File: src/rtl/mbx_pkg.sv
package mbx_pkg;
  localparam int DATA_W = 8;
  localparam int ADDR_W = 3;
  localparam int NFLAG  = 3;

  localparam logic [2:0] A_DOWN  = 3'd0;
  localparam logic [2:0] A_START = 3'd1;
  localparam logic [2:0] A_UP    = 3'd2;
  localparam logic [2:0] A_STAT  = 3'd3;
  localparam logic [2:0] A_EN    = 3'd4;
  localparam logic [2:0] A_FORCE = 3'd5;

  localparam int F_TAKEN = 0;
  localparam int F_BRST  = 1;
  localparam int F_WAIT  = 2;

  localparam int NMBOX = 3;
  localparam int MB_DOWN  = 0;
  localparam int MB_START = 1;
  localparam int MB_UP    = 2;

  // software may force only the two command flags
  localparam logic [NFLAG-1:0] FORCE_OK = 3'b101;
endpackage

File: src/rtl/mbx_mailbox.sv
module mbx_mailbox #(
  parameter int DATA_W = 8
) (
  input  logic              clk,
  input  logic              rst,
  input  logic              cpu_we,
  input  logic [DATA_W-1:0] cpu_wdata,
  input  logic              lnk_we,
  input  logic [DATA_W-1:0] lnk_wdata,
  output logic [DATA_W-1:0] q
);
  always_ff @(posedge clk) begin
    if (rst)         q <= '0;
    else if (lnk_we) q <= lnk_wdata;   // link side has priority
    else if (cpu_we) q <= cpu_wdata;
  end

  a_r10_link_wins: assert property (@(posedge clk) disable iff (rst)
    lnk_we |=> q == $past(lnk_wdata));
  a_r2_cpu_store: assert property (@(posedge clk) disable iff (rst)
    (cpu_we && !lnk_we) |=> q == $past(cpu_wdata));
endmodule

File: src/rtl/mbx_irq_flags.sv
module mbx_irq_flags #(
  parameter int               NFLAG    = 3,
  parameter logic [NFLAG-1:0] FORCE_OK = 3'b101
) (
  input  logic             clk,
  input  logic             rst,
  input  logic             en_we,
  input  logic [NFLAG-1:0] en_wd,
  input  logic             clr_we,
  input  logic [NFLAG-1:0] clr_wd,
  input  logic             set_we,
  input  logic [NFLAG-1:0] set_wd,
  input  logic [NFLAG-1:0] hw_evt,
  output logic [NFLAG-1:0] flag_q,
  output logic [NFLAG-1:0] en_q,
  output logic             irq_o
);
  logic [NFLAG-1:0] clr_m, set_m, flag_d;

  always_comb begin
    clr_m  = clr_we ? clr_wd : '0;
    set_m  = set_we ? (set_wd & FORCE_OK) : '0;
    flag_d = (flag_q & ~clr_m) | set_m | hw_evt;  // set beats clear
  end

  always_ff @(posedge clk) begin
    if (rst) begin
      flag_q <= '0;
      en_q   <= '0;
      irq_o  <= 1'b0;
    end else begin
      flag_q <= flag_d;
      if (en_we) en_q <= en_wd;
      irq_o  <= |(flag_q & en_q);
    end
  end

  a_r5_irq_rise: assert property (@(posedge clk) disable iff (rst)
    (|(flag_q & en_q)) |=> irq_o);
  a_r5_irq_fall: assert property (@(posedge clk) disable iff (rst)
    !(|(flag_q & en_q)) |=> !irq_o);

  for (genvar i = 0; i < NFLAG; i++) begin : g_chk
    a_r9_evt_wins: assert property (@(posedge clk) disable iff (rst)
      hw_evt[i] |=> flag_q[i]);
    a_r6_w1c: assert property (@(posedge clk) disable iff (rst)
      (clr_we && clr_wd[i] && !hw_evt[i] && !(set_we && set_wd[i])) |=> !flag_q[i]);
    if (!FORCE_OK[i]) begin : g_nf
      a_r7_no_force: assert property (@(posedge clk) disable iff (rst)
        (set_we && !hw_evt[i] && !flag_q[i]) |=> !flag_q[i]);
    end
  end
endmodule

File: src/rtl/mbx_rd_mux.sv
module mbx_rd_mux #(
  parameter int DATA_W = 8,
  parameter int ADDR_W = 3,
  parameter int NFLAG  = 3,
  parameter int NMBOX  = 3
) (
  input  logic              clk,
  input  logic              rst,
  input  logic [ADDR_W-1:0] addr,
  input  logic [DATA_W-1:0] mbox [NMBOX],
  input  logic [NFLAG-1:0]  flag_q,
  input  logic [NFLAG-1:0]  en_q,
  output logic [DATA_W-1:0] rdata
);
  import mbx_pkg::*;
  logic [DATA_W-1:0] sel;

  always_comb begin
    sel = '0;
    if (int'(addr) < NMBOX)            sel = mbox[int'(addr)];
    else if (addr == ADDR_W'(A_STAT))  sel = DATA_W'(flag_q);
    else if (addr == ADDR_W'(A_EN))    sel = DATA_W'(en_q);
  end

  always_ff @(posedge clk) begin
    if (rst) rdata <= '0;
    else     rdata <= sel;
  end

  a_r3_rsvd_zero: assert property (@(posedge clk) disable iff (rst)
    (addr == ADDR_W'(A_STAT) || addr == ADDR_W'(A_EN)) |=> rdata[DATA_W-1:NFLAG] == '0);
endmodule

File: src/rtl/mbx_irq_regs.sv
module mbx_irq_regs
  import mbx_pkg::*;
#(
  parameter int DW = mbx_pkg::DATA_W,
  parameter int AW = mbx_pkg::ADDR_W
) (
  input  logic          clk,
  input  logic          rst,
  input  logic [AW-1:0] bus_addr,
  input  logic          bus_wr,
  input  logic [DW-1:0] bus_wdata,
  output logic [DW-1:0] bus_rdata,
  input  logic          lnk_up_we,
  input  logic [DW-1:0] lnk_up_data,
  input  logic          lnk_down_clr,
  input  logic          lnk_bus_rst,
  output logic [DW-1:0] down_cmd,
  output logic [DW-1:0] start_cmd,
  output logic          irq
);
  logic [DW-1:0]    mbox_q [NMBOX];
  logic [NMBOX-1:0] l_we;
  logic [DW-1:0]    l_wd  [NMBOX];
  logic [NFLAG-1:0] flag_q, en_q, hw_evt;

  always_comb begin
    l_we            = '0;
    l_we[MB_UP]     = lnk_up_we;
    l_we[MB_DOWN]   = lnk_down_clr;
    for (int k = 0; k < NMBOX; k++) l_wd[k] = '0;
    l_wd[MB_UP]     = lnk_up_data;
    hw_evt          = '0;
    hw_evt[F_WAIT]  = lnk_up_we;
    hw_evt[F_TAKEN] = lnk_down_clr;
    hw_evt[F_BRST]  = lnk_bus_rst;
  end

  for (genvar m = 0; m < NMBOX; m++) begin : g_mb
    mbx_mailbox #(.DATA_W(DW)) u_mb (
      .clk(clk), .rst(rst),
      .cpu_we(bus_wr && bus_addr == AW'(m)), .cpu_wdata(bus_wdata),
      .lnk_we(l_we[m]), .lnk_wdata(l_wd[m]), .q(mbox_q[m]));
  end

  mbx_irq_flags #(.NFLAG(NFLAG), .FORCE_OK(FORCE_OK)) u_flags (
    .clk(clk), .rst(rst),
    .en_we(bus_wr && bus_addr == AW'(A_EN)),     .en_wd(bus_wdata[NFLAG-1:0]),
    .clr_we(bus_wr && bus_addr == AW'(A_STAT)),  .clr_wd(bus_wdata[NFLAG-1:0]),
    .set_we(bus_wr && bus_addr == AW'(A_FORCE)), .set_wd(bus_wdata[NFLAG-1:0]),
    .hw_evt(hw_evt), .flag_q(flag_q), .en_q(en_q), .irq_o(irq));

  mbx_rd_mux #(.DATA_W(DW), .ADDR_W(AW), .NFLAG(NFLAG), .NMBOX(NMBOX)) u_rd (
    .clk(clk), .rst(rst), .addr(bus_addr), .mbox(mbox_q),
    .flag_q(flag_q), .en_q(en_q), .rdata(bus_rdata));

  assign down_cmd  = mbox_q[MB_DOWN];
  assign start_cmd = mbox_q[MB_START];

  a_r8_down_clear: assert property (@(posedge clk) disable iff (rst)
    lnk_down_clr |=> (down_cmd == '0 && flag_q[F_TAKEN]));
  a_r8_up_flag: assert property (@(posedge clk) disable iff (rst)
    lnk_up_we |=> flag_q[F_WAIT]);
endmodule

File: config.mk
export PLATFORM = sky130hd
export DESIGN_NAME = mbx_irq_regs
export DESIGN_NICKNAME = d
export VERILOG_FILES = /design/src/rtl/mbx_pkg.sv /design/src/rtl/mbx_mailbox.sv /design/src/rtl/mbx_irq_flags.sv /design/src/rtl/mbx_rd_mux.sv /design/src/rtl/mbx_irq_regs.sv
export SDC_FILE = /design/constraint.sdc
export NUM_CORES = 1
export LEC_CHECK = 0
export ABC_CLOCK_PERIOD_IN_PS = 1300
export BUFFER_PORTS_ARGS = -buffer_cell sky130_fd_sc_hd__buf_2
export CORE_UTILIZATION = 45
export DETAILED_ROUTE_END_ITERATION = 10
export GPL_ROUTABILITY_DRIVEN = 0
export PLACE_DENSITY = 0.77
export SLEW_MARGIN = 5
export SYNTH_ARGS = -nofsm -noshare
export SYNTH_HDL_FRONTEND = slang
export SYNTH_SLANG_ARGS = --single-unit
File: constraint.sdc
create_clock -name clk -period 1.3 [get_ports clk]
set_input_delay 0.065 -clock clk [delete_from_list [all_inputs] [get_ports clk]]
set_output_delay 0.065 -clock clk [all_outputs]
set_load 0.01 [all_outputs]
# ---- Word level (Yosys, flattened, before mapping)
# Cells that the tools add are included.
dict set report totals {
  reg_bits 39
  input_bits 25
  word_cells 40
  output_inout_bits 25
}
dict set report classes {
  n_reduce_logical 10
  n_mux 10
  n_bitwise 6
  eq_ne 5
  n_lt_le_gt_ge 2
}
# cell count
set op_table {}
lappend op_table {{8-bit 2-to-1 mux} 6}
lappend op_table {{32-bit by 3-bit greater-or-equal comparator with 1-bit output, second input constant} 1}
lappend op_table {{3-bit NOT with 32-bit output} 1}
lappend op_table {{8-bit binary-select mux with 2-bit select} 1}
lappend op_table {{3-bit 2-to-1 mux} 3}
lappend op_table {{3-bit AND} 2}
lappend op_table {{3-bit by 2-bit == test with 1-bit output, second input constant} 2}
lappend op_table {{3-bit == test, second input constant} 2}
lappend op_table {{1-bit logical AND} 6}
lappend op_table {{3-bit OR} 2}
lappend op_table {{3-bit by 1-bit == test with 1-bit output, second input constant} 1}
lappend op_table {{3-bit logical NOT} 1}
lappend op_table {{3-bit by 2-bit less-than comparator with 1-bit output, second input constant} 1}
lappend op_table {{3-bit NOT} 1}
lappend op_table {{3-bit OR reduction} 1}
lappend op_table {{2-bit nonzero test} 1}
lappend op_table {{2-bit OR reduction} 1}

# ---- Depth between registers and ports, before layout
# Gate-level depths: netlist of the first run.
dict set report logic_depth {
  depth_word 7
  depth_mapped 5
  ltp_nobuf 3
}

# ---- By module
# Synthesis of the first run repeated with hierarchy kept, for this count alone.
dict set report unflattened {
  cells_unflattened 186
  area_unflattened_um2 1931.9
}
# module seq_area_each_um2 cells_per_inst instances area_each_um2
set by_module_without_submodules {}
lappend by_module_without_submodules {mbx_mailbox 160.2 35 3 369.1}
lappend by_module_without_submodules {mbx_rd_mux 160.2 51 1 493.0}
lappend by_module_without_submodules {mbx_irq_flags 140.1 23 1 252.7}
lappend by_module_without_submodules {mbx_irq_regs 0.0 7 1 78.8}

# ---- Worst setup path before layout of the first run
# Ideal clock, no wire load.
dict set report synth_timing {
  kind {input-to-reg}
  start {input port bus_addr[0]}
  end {register g_mb[0].u_mb.q[0]}
  t_required_ns 1.172
  arrival_ns 0.932
  path_slack_ns 0.240
  path_buffers 2
  cell_stages 5
  setup_ns 0.128
  path_cell_list {buf_4 or4b_1 buf_2 nand2_1 a21oi_1}
}
dict set report synth_via {
  elab_chain_cells 2
}
# item line_no
set synth_lines {}
lappend synth_lines {{start: declaration} mbx_irq_regs.sv:9} ;# input logic [AW-1:0] bus_addr,
lappend synth_lines {{3-bit logical NOT} mbx_irq_regs.sv:41} ;# .cpu_we(bus_wr && bus_addr == AW'(m)), .cpu_wdata(bus_wdata),
lappend synth_lines {{1-bit logical AND} mbx_irq_regs.sv:41}
lappend synth_lines {{end signal: assignment} mbx_mailbox.sv:14} ;# else if (lnk_we) q <= lnk_wdata;
lappend synth_lines {{end signal: assignment} mbx_mailbox.sv:15} ;# else if (cpu_we) q <= cpu_wdata;
lappend synth_lines {{end: declaration} mbx_mailbox.sv:10} ;# output logic [DATA_W-1:0] q
# Every way passes these cells.
# A chain may end at the register's enable or synchronous reset.

# ---- Worst setup path after layout of the first run
dict set report layout_timing {
  start {input port bus_addr[1]}
  end {register g_mb[0].u_mb.q[1]}
}
# The elaborated chain is that of the path after synthesis.

==> flow_metrics.py, run 1 <==
metrics = {
    "route": {
        "vias": 1593,
        "drt_iter0_drc": 114,
        "wirelength_um": 4190,
        "wl_per_cell_um": 14.6,
        "drc_errors": 0,
        "viasPerCell": 5.55,
        "dr.pass1.iters": 4,
        "ant_nets": 0,
    },
    "yosys": {
        "syn_inst": 185,
        "synth-seq-cells": 39,
        "synth_top_area_cell": "dfxtp_1",
        "synth_area_leaders": "dfxtp_1 (44%), mux2i_1 (12%), a2111oi_2 (6.8%), nor3_1 (6.2%), a21oi_1 (3.4%)",
        "syn-num-nets": 210,
        "synth-edff-count": 0,
        "synth.top_cell.area_share": 0.442,
        "synth-seq-area-share": 0.442,
        "synthArstFlopShare": 0,
        "synth-main-ff-cell": "dfxtp_1",
        "synth.cell_area_um2": 1770,
        "avgSynthCellArea_um2": 9.54,
        "yosysUniqueCellTypes": 30,
        "yosys_warnings": 0,
    },
    "critical_path": {
        "timing.rr.end": "u_rd.rdata[0]",
        "worstSetupStartpointType": "primary input",
        "criticalPathCategory": "primary input to flip-flop",
        "path_cells": "buf_2, or4b_1, nand2_1, a21oi_1",
        "crit_buf_inv": 1,
        "arrival_ps": 1090,
        "cpLargestDelayFamily": "simple AND/OR/NAND/NOR gates",
        "crit_path_max_incr_delay_ps": 680,
        "worstRegToRegCells": 3,
        "path_max_fanout": 8,
        "critPathRequiredTime_ps": 1480,
        "crit_slowest_cell": "or4b_1",
        "worstSetupEndpointType": "flip-flop",
        "timing.rr.start": "g_mb[0].u_mb.q[0]",
        "worstSetupPathDepth": 4,
        "r2r_setup_slack_ps": 430,
    },
    "die": {
        "die_y_um": 64.6,
        "initial_core_util": 0.475,
        "pin_count": 50,
        "die_x_um": 64.6,
        "die_area_um2": 4180,
        "rows": 22,
        "core_um2": 3720,
    },
    "clocking": {
        "htree_levels": 2,
        "clk_pin_slew_worst_paths_ps": 70,
        "clk_latency_ps": 290,
        "clock-sinks": 39,
        "cts_hold_buf": 0,
        "tritoncts": "built",
        "cts_setup_buffers": 0,
        "clockBufferDepth": 2,
        "cts_made_buffers": 5,
        "cts_root_buf": "clkbuf_8",
        "cts-resized-gates": 0,
    },
    "layout": {
        "design_area_um2": 2180,
        "final_nets": 263,
        "drive_above_1_share": 0.335,
        "diodes": 0,
        "stdcell_count": 287,
        "syn_to_final_growth_pct": 23.7,
    },
    "placement": {
        "post_dp_cell_area_um2": 2080,
        "dp_hpwl_um": 3030,
        "portBuffers": 49,
        "preCtsSetupSlack_ps": 79.0,
        "dp.cells": 279,
    },
    "sta": {
        "finalClockSkew_ps": 4.36,
        "rsz0062_at_grt": "no",
        "min_period_ps": 912,
        "whs_ps": 27.1,
        "fmax_mhz": 1100,
        "setup_ws_ps": 388,
        "tns_ps": 0,
        "max-slew-margin-rel": 0.652,
        "finalMaxSlewViolations": 0,
        "max_slew.worst_pin.slew_ps": 522,
        "final_hold_viol_count": 0,
        "finalSetupViolCount": 0,
        "period_share": 0.702,
    },
    "min_path": {
        "min_path_type": "primary input to flip-flop",
        "whs_endpoint": "g_mb[2].u_mb.q[4]",
        "worstHoldStart": "lnk_up_data[4]",
        "whs_path_depth": 3,
    },
    "global_route": {
        "gr-total-overflow": 0,
        "antenna_found_initial": 0,
        "grt_pass1_wl_um": 6840,
        "grt_start_max_net_pins": 26,
        "grtUsageTotal": 0.219,
        "grt_pass1_vias": 1476,
    },
    "run_status": {
        "status": "completed",
    },
    "power": {
        "power.leakage_nw": 0.970,
        "ir_drop_mv": 0.685,
        "power.density_nw_per_um2": 1120,
    },
    "job": {
        "drv_cap": 0,
    },
}
## where the power goes
part / internal, W / switching, W / total (W)
Clock: 0.000484 / 0.000404 / 0.000888
Combinational: 0.000132 / 0.000162 / 0.000293
Sequential: 0.00123 / 0.0000229 / 0.00126
Total: 0.00185 / 0.000588 / 0.00244
## registers in the layout (all words and copies together) (netlist names)
| name | count |
|---|---|
| g_mb.u_mb.q | 24 |
| u_flags.irq_o | 1 |
| u_flags.flag_q | 3 |
| u_rd.rdata | 8 |
| u_flags.en_q | 3 |
## cell usage after synthesis (2+ instances only)
cell / count
a2111oi_2: 8
a21o_1: 3
a21oi_1: 12
a2bb2oi_1: 5
and4bb_2: 2
buf_1: 2
buf_2: 7
buf_4: 3
clkbuf_1: 3
dfxtp_1: 39
inv_1: 10
mux2i_1: 22
nand2_1: 16
nor2_1: 13
nor3_1: 22
o21ai_0: 2
o22ai_1: 3
## worst min-delay path: stages
cell and delay (ps):
buf_2 90, inv_1 50, a2111oi_2 60
## layer usage
metal	vias up	GRT usage	routed length, um
met5	-	0	0
met3	9	0.0475	315
met4	0	0.114	115
met2	68	0.334	1910
met1	744	0.288	1850
li1	772	-	-
## worst max path at each step
stage                            from                end  slack, ps
after floorplan           bus_addr[0]  g_mb[0].u_mb.q[0]        240
after global placement    bus_addr[1]  g_mb[0].u_mb.q[1]        120
after detailed placement  bus_addr[2]  g_mb[0].u_mb.q[0]         80
after CTS                 bus_addr[1]  g_mb[0].u_mb.q[1]        400
after global routing      bus_addr[1]  g_mb[0].u_mb.q[5]        360
final                     bus_addr[1]  g_mb[0].u_mb.q[1]        390
## logic make-up after synthesis
kind of cell	Yosys count	synth area share
multiplexers	22	0.125
AO/OA/AOI/OAI	34	0.162
AND/OR/NAND/NOR	65	0.207
buffers and inverters	25	0.0645
flip-flops	39	0.442
## per-stage QoR
step	util	total power (W)
finish	0.588	0.00244
global route	0.588	0.00254
CTS	0.588	0.00245
detailed placement	0.561	0.00158
global placement	0.561	0.00157
floorplan	-	0.00146
## placed cells by master (no fill, tap or decap)
| master | count |
|---|---|
| nor4b_1 | 1 |
| nor3_1 | 22 |
| o22ai_1 | 3 |
| and4b_1 | 1 |
| nor2_1 | 13 |
| and2b_1 | 1 |
| nand4b_1 | 1 |
| or4b_1 | 1 |
| buf_2 | 49 |
| a21oi_1 | 12 |
| clkbuf_1 | 1 |
| dfxtp_1 | 39 |
| and4bb_1 | 1 |
| and4bb_2 | 2 |
| a2111oi_2 | 8 |
| buf_4 | 12 |
| clkbuf_8 | 7 |
| nor4b_4 | 1 |
| a21o_1 | 3 |
| mux2i_1 | 22 |
| nand2_1 | 16 |
| nand4bb_1 | 1 |
| a222oi_1 | 1 |
| o21ai_0 | 2 |
| nor3b_1 | 1 |
| or3b_1 | 1 |
| or2_2 | 1 |
| a2bb2oi_1 | 5 |
| or3_1 | 1 |
| inv_1 | 10 |
## area by class of cell
type                       instances  area [um2]
clock buffer                       8         100
tap                               48        60.1
multi-input combinational        121         871
sequential                        39         781
timing repair buffer              61         335
inverter                          10        37.5
fill                             352        1530
No activity file was read; power rests on OpenSTA's default activity.
==> run 2: changes to the inputs <==
--- a/config.mk
+++ b/config.mk
@@ -5,12 +5,12 @@
 export SDC_FILE = /design/constraint.sdc
 export NUM_CORES = 1
 export LEC_CHECK = 0
-export ABC_CLOCK_PERIOD_IN_PS = 1300
+export ABC_CLOCK_PERIOD_IN_PS = 800
 export BUFFER_PORTS_ARGS = -buffer_cell sky130_fd_sc_hd__buf_2
 export CORE_UTILIZATION = 45
 export DETAILED_ROUTE_END_ITERATION = 10
 export GPL_ROUTABILITY_DRIVEN = 0
-export PLACE_DENSITY = 0.77
+export PLACE_DENSITY = 0.79
 export SLEW_MARGIN = 5
 export SYNTH_ARGS = -nofsm -noshare
 export SYNTH_HDL_FRONTEND = slang
==> constraint.sdc (replaced) <==
create_clock -name clk -period 0.8 [get_ports clk]
set_input_delay 0.04 -clock clk [delete_from_list [all_inputs] [get_ports clk]]
set_output_delay 0.04 -clock clk [all_outputs]
set_load 0.01 [all_outputs]
==> flow_metrics.py, run 2 (synthesized netlist as in run 1, its figures left out) <==
metrics = {
    "sta": {
        "max_slew.worst_pin.slew_ps": 447,
        "setup_ws_ps": -107,
        "min_period_ps": 907,
        "final_hold_viol_count": 0,
        "rsz0062_at_grt": "yes",
        "fmax_mhz": 1100,
        "finalClockSkew_ps": 4.23,
        "max-slew-margin-rel": 0.702,
        "finalSetupViolCount": 24,
        "finalMaxSlewViolations": 0,
        "period_share": 1.13,
        "whs_ps": 0.240,
    },
    "min_path": {
        "min_path_type": "primary input to flip-flop",
        "worstHoldStart": "lnk_up_data[6]",
        "whs_endpoint": "g_mb[2].u_mb.q[6]",
        "whs_path_depth": 3,
    },
    "clocking": {
        "clk_latency_ps": 300,
        "htree_levels": 2,
        "clk_pin_slew_worst_paths_ps": 80,
        "clock-sinks": 39,
        "cts_root_buf": "clkbuf_8",
        "clockBufferDepth": 2,
        "tritoncts": "built",
        "cts_made_buffers": 5,
    },
    "route": {
        "drc_errors": 0,
        "wirelength_um": 5280,
        "wl_per_cell_um": 16.8,
        "drt_iter0_drc": 110,
        "viasPerCell": 5.57,
        "ant_nets": 0,
        "dr.pass1.iters": 4,
        "vias": 1749,
    },
    "placement": {
        "dp_hpwl_um": 3240,
        "dp.cells": 302,
        "preCtsSetupSlack_ps": -386,
        "portBuffers": 49,
        "post_dp_cell_area_um2": 2280,
    },
    "global_route": {
        "antenna_found_initial": 0,
        "grt_pass1_vias": 1719,
        "grtUsageTotal": 0.269,
        "grt_start_max_net_pins": 24,
        "gr-total-overflow": 0,
        "grt_pass1_wl_um": 8510,
    },
    "layout": {
        "fillers": 282,
        "layout_common_cells": "buf_6 (36), buf_2 (32), mux2i_1 (21), nor3_1 (21), dfxtp_2 (20)",
        "multi_input_area_um2": 916,
        "syn_to_final_growth_pct": 50.2,
        "drive_above_1_share": 0.523,
        "top_register": "g_mb.u_mb.q",
        "final_common_cell": "buf_6",
        "fin_util": 0.714,
        "diodes": 0,
        "largest_registers": "g_mb.u_mb.q x24, u_rd.rdata x8",
        "largest_register_ffs": 24,
        "seqCellArea_um2": 810,
        "stdcell_count": 314,
        "final_nets": 290,
        "design_area_um2": 2650,
    },
    "die": {
        "initial_core_util": 0.475,
        "core_um2": 3720,
        "rows": 22,
        "die_x_um": 64.6,
        "pin_count": 50,
        "die_y_um": 64.6,
        "die_area_um2": 4180,
    },
    "critical_path": {
        "worstRegToRegCells": 3,
        "crit_path_max_incr_delay_ps": 340,
        "critPathLaunch": "g_mb[0].u_mb.q[5]",
        "criticalPathCategory": "flip-flop to primary output",
        "timing.rr.start": "g_mb[1].u_mb.q[6]",
        "crit_slowest_cell": "dfxtp_2",
        "timing.rr.end": "u_rd.rdata[6]",
        "arrival_ps": 870,
        "path_cells": "buf_6, buf_6",
        "worstSetupEndpointType": "primary output",
        "r2r_setup_slack_ps": -70,
        "critPathRequiredTime_ps": 760,
        "crit_top_cell": "buf_6",
        "path_max_fanout": 2,
        "worstSetupStartpointType": "flip-flop",
    },
    "power": {
        "ir_drop_mv": 0.992,
        "power.leakage_nw": 1.15,
        "power.density_nw_per_um2": 1490,
    },
    "job": {
        "drv_cap": 0,
    },
    "run_status": {
        "violations": "negative setup slack",
        "status": "complete, but fails checks",
    },
}
[run 2: cell types whose count changed in the layout (fill, tap and decap cells not counted), sizes merged]
cell,delta
clkbuf,-3
dlygate4sd3,+2
buf,+25
clkinv,+3
[run 2: how the worst max path moves through the flow]
stage	end	slack [ps]	cells past startpoint
6_report	down_cmd[5]	-110	2
5_1_grt	u_rd.rdata[6]	-130	3
4_1_cts	down_cmd[2]	-90	2
3_5_place_dp	g_mb[0].u_mb.q[2]	-390	4
3_3_place_gp	g_mb[0].u_mb.q[6]	-350	4
2_1_floorplan	g_mb[0].u_mb.q[0]	-200	5
[run 2: repair_timing]
item / CTS / global route
pin swaps: 1 / 9
endpoints found under the hold margin: 2 / 0
endpoints found under the setup margin: 33 / 47
hold buffers: 2 / 0
resized for setup: 49 / 21
setup buffers: 2 / 0
[run 2: per-layer routing]
metal,up-vias,GRT usage,part of all wire,wire length (um)
li1,825,-,-,-
met1,828,0.336,0.42,2200
met2,82,0.449,0.49,2590
met3,14,0.0581,0.067,353
met4,0,0.106,0.026,140
met5,-,0,0,0
[run 2: cell type report]
cell class	count	area share
clock buffer	5	0.0259
clock inverter	3	0.00566
inverter	10	0.0142
multi-input combinational	121	0.345
sequential	39	0.305
tap	48	0.0226
timing repair buffer	88	0.281
[run 2: critical path, delay by kind of cell, from the launching register on]
kind	cells	cell delay [ps]
flip-flops	1	340
buffers and inverters	2	230
[run 2: power breakdown]
group          internal [W]  total (W)  switching, W
combinational      0.000302   0.000606      0.000304
sequential          0.00201    0.00205     0.0000438
clock              0.000597    0.00130      0.000708
total               0.00291    0.00396       0.00106
[run 2: stage by stage]
| stage | power, W | TNS (ps) |
|---|---|---|
| finish | 0.00396 | -1670 |
| global route | 0.00411 | -2330 |
| CTS | 0.00391 | -1290 |
| detailed placement | 0.00262 | -10190 |
| global placement | 0.00261 | -9320 |
| floorplan | 0.00240 | -2350 |
==> run 3: changes to the inputs <==
--- a/config.mk
+++ b/config.mk
@@ -5,12 +5,12 @@
 export SDC_FILE = /design/constraint.sdc
 export NUM_CORES = 1
 export LEC_CHECK = 0
-export ABC_CLOCK_PERIOD_IN_PS = 800
+export ABC_CLOCK_PERIOD_IN_PS = 1100
 export BUFFER_PORTS_ARGS = -buffer_cell sky130_fd_sc_hd__buf_2
 export CORE_UTILIZATION = 45
 export DETAILED_ROUTE_END_ITERATION = 10
 export GPL_ROUTABILITY_DRIVEN = 0
-export PLACE_DENSITY = 0.79
+export PLACE_DENSITY = 0.77
 export SLEW_MARGIN = 5
 export SYNTH_ARGS = -nofsm -noshare
 export SYNTH_HDL_FRONTEND = slang
==> constraint.sdc (replaced) <==
create_clock -name clk -period 1.1 [get_ports clk]
set_input_delay 0.11 -clock clk [delete_from_list [all_inputs] [get_ports clk]]
set_output_delay 0.11 -clock clk [all_outputs]
set_load 0.01 [all_outputs]
==> flow_metrics.py, run 3 (synthesized netlist as in run 1, its figures left out) <==
metrics = {
    "sta": {
        "setup_ws_ps": 151,
        "finalClockSkew_ps": 7.72,
        "period_share": 0.862,
        "rsz0062_at_grt": "no",
        "final_hold_viol_count": 0,
        "max-slew-margin-rel": 0.683,
        "fmax_mhz": 1050,
        "max_slew.worst_pin.slew_ps": 476,
        "finalSetupViolCount": 0,
        "min_period_ps": 949,
        "finalMaxSlewViolations": 0,
    },
    "layout": {
        "fillers": 326,
        "design_area_um2": 2290,
        "top_register": "g_mb.u_mb.q",
        "multi_input_area_um2": 871,
        "largest_register_ffs": 24,
        "largest_registers": "g_mb.u_mb.q x24, u_rd.rdata x8",
        "final_nets": 269,
        "layout_common_cells": "buf_2 (49), dfxtp_1 (39), mux2i_1 (22), nor3_1 (22)",
        "final_common_cell": "buf_2",
        "drive_above_1_share": 0.355,
        "seqCellArea_um2": 781,
        "stdcell_count": 293,
        "diodes": 0,
        "syn_to_final_growth_pct": 29.8,
    },
    "clocking": {
        "cts_made_buffers": 5,
        "cts-resized-gates": 0,
        "cts_root_buf": "clkbuf_8",
        "cts_setup_buffers": 0,
        "clk_latency_ps": 300,
        "clk_pin_slew_worst_paths_ps": 80,
        "clockBufferDepth": 2,
        "clock-sinks": 39,
        "tritoncts": "built",
        "htree_levels": 2,
        "cts_hold_buf": 0,
    },
    "placement": {
        "preCtsSetupSlack_ps": -147,
        "dp_hpwl_um": 3140,
        "dp.cells": 285,
        "portBuffers": 49,
        "post_dp_cell_area_um2": 2150,
    },
    "critical_path": {
        "worstSetupEndpointType": "primary output",
        "criticalPathCategory": "flip-flop to primary output",
        "crit_buf_inv": 1,
        "crit_path_max_incr_delay_ps": 390,
        "critPathRequiredTime_ps": 990,
        "path_max_fanout": 3,
        "worstSetupStartpointType": "flip-flop",
        "arrival_ps": 840,
        "cpLargestDelayFamily": "flip-flops",
        "path_cells": "buf_2",
        "crit_slowest_cell": "dfxtp_1",
    },
    "route": {
        "wl_per_cell_um": 15.0,
        "viasPerCell": 5.50,
        "drt_iter0_drc": 67,
        "ant_nets": 0,
        "dr.pass1.iters": 4,
        "drc_errors": 0,
        "wirelength_um": 4390,
        "vias": 1612,
    },
    "die": {
        "die_area_um2": 4180,
        "rows": 22,
        "initial_core_util": 0.475,
        "core_um2": 3720,
        "die_y_um": 64.6,
        "pin_count": 50,
        "die_x_um": 64.6,
    },
    "power": {
        "power.leakage_nw": 1.02,
        "power.density_nw_per_um2": 1430,
        "finalPower_w": 0.00329,
        "ir_drop_mv": 0.736,
    },
    "run_status": {
        "status": "completed",
    },
    "global_route": {
        "antenna_found_initial": 0,
        "grt_pass1_vias": 1532,
        "grtUsageTotal": 0.228,
        "gr-total-overflow": 0,
        "grt_pass1_wl_um": 7190,
        "grt_start_max_net_pins": 25,
    },
    "min_path": {
        "min_path_type": "primary input to flip-flop",
    },
    "job": {
        "drv_cap": 0,
    },
}
run 3: cell types whose count changed in the layout (fill, tap and decap cells not counted), moves of 2 or more:
cell           change
a21oi_2            -3
a21oi_1            +3
dlygate4sd3_1      -2
clkinv_2           -3
nand2_2            -3
dfxtp_1           +21
bufinv_16          +2
buf_2             +17
dfxtp_2           -20
buf_6             -36
nand2_1            +3
run 3: cell type report:
| type | count | area share |
|---|---|---|
| Multi-Input combinational cell | 121 | 0.380 |
| Sequential cell | 39 | 0.341 |
| Clock inverter | 3 | 0.0295 |
| Inverter | 10 | 0.0164 |
| Tap cell | 48 | 0.0262 |
| Timing Repair Buffer | 67 | 0.177 |
| Clock buffer | 5 | 0.0300 |
run 3: worst register-to-register path: cells and delay by family (launching register included):
family / cells / cell delay (ps)
AOI/OAI and AO/OA: 1 / 230
muxes: 1 / 170
DFF: 1 / 340
and+or+nand+nor: 1 / 60
run 3: worst paths after layout:
| kind | to | slack, ps | start | cells after the start |
|---|---|---|---|---|
| min | g_mb[2].u_mb.q[5] | 80 | lnk_up_data[5] | 3 |
| min reg2reg | g_mb[0].u_mb.q[3] | 490 | g_mb[0].u_mb.q[3] | 2 |
| max reg2reg | u_rd.rdata[7] | 200 | g_mb[1].u_mb.q[7] | 3 |
| max | down_cmd[2] | 150 | g_mb[0].u_mb.q[2] | 1 |
run 3: power by group:
part	total [W]	leakage [nW]	internal (W)	switching [W]
clock	0.00143	0.0644	0.000904	0.000522
sequential	0.00149	0.318	0.00146	0.0000282
combinational	0.000374	0.637	0.000176	0.000197
run 3: layer usage:
metal / track usage / wire, um
met1: 0.300 / 1970
met2: 0.354 / 1990
met3: 0.0563 / 315
met4: 0.0944 / 116
met5: 0 / 0
run 3: through the flow:
step | utilization | hold slack (ps) | setup TNS [ps]
5_1_grt | 0.616 | 75.2 | 0
3_5_place_dp | 0.580 | 382 | -1550
3_3_place_gp | 0.580 | 381 | -1400
6_report | 0.616 | 75.4 | 0
4_1_cts | 0.616 | 63.8 | 0
2_1_floorplan | - | 246 | 0
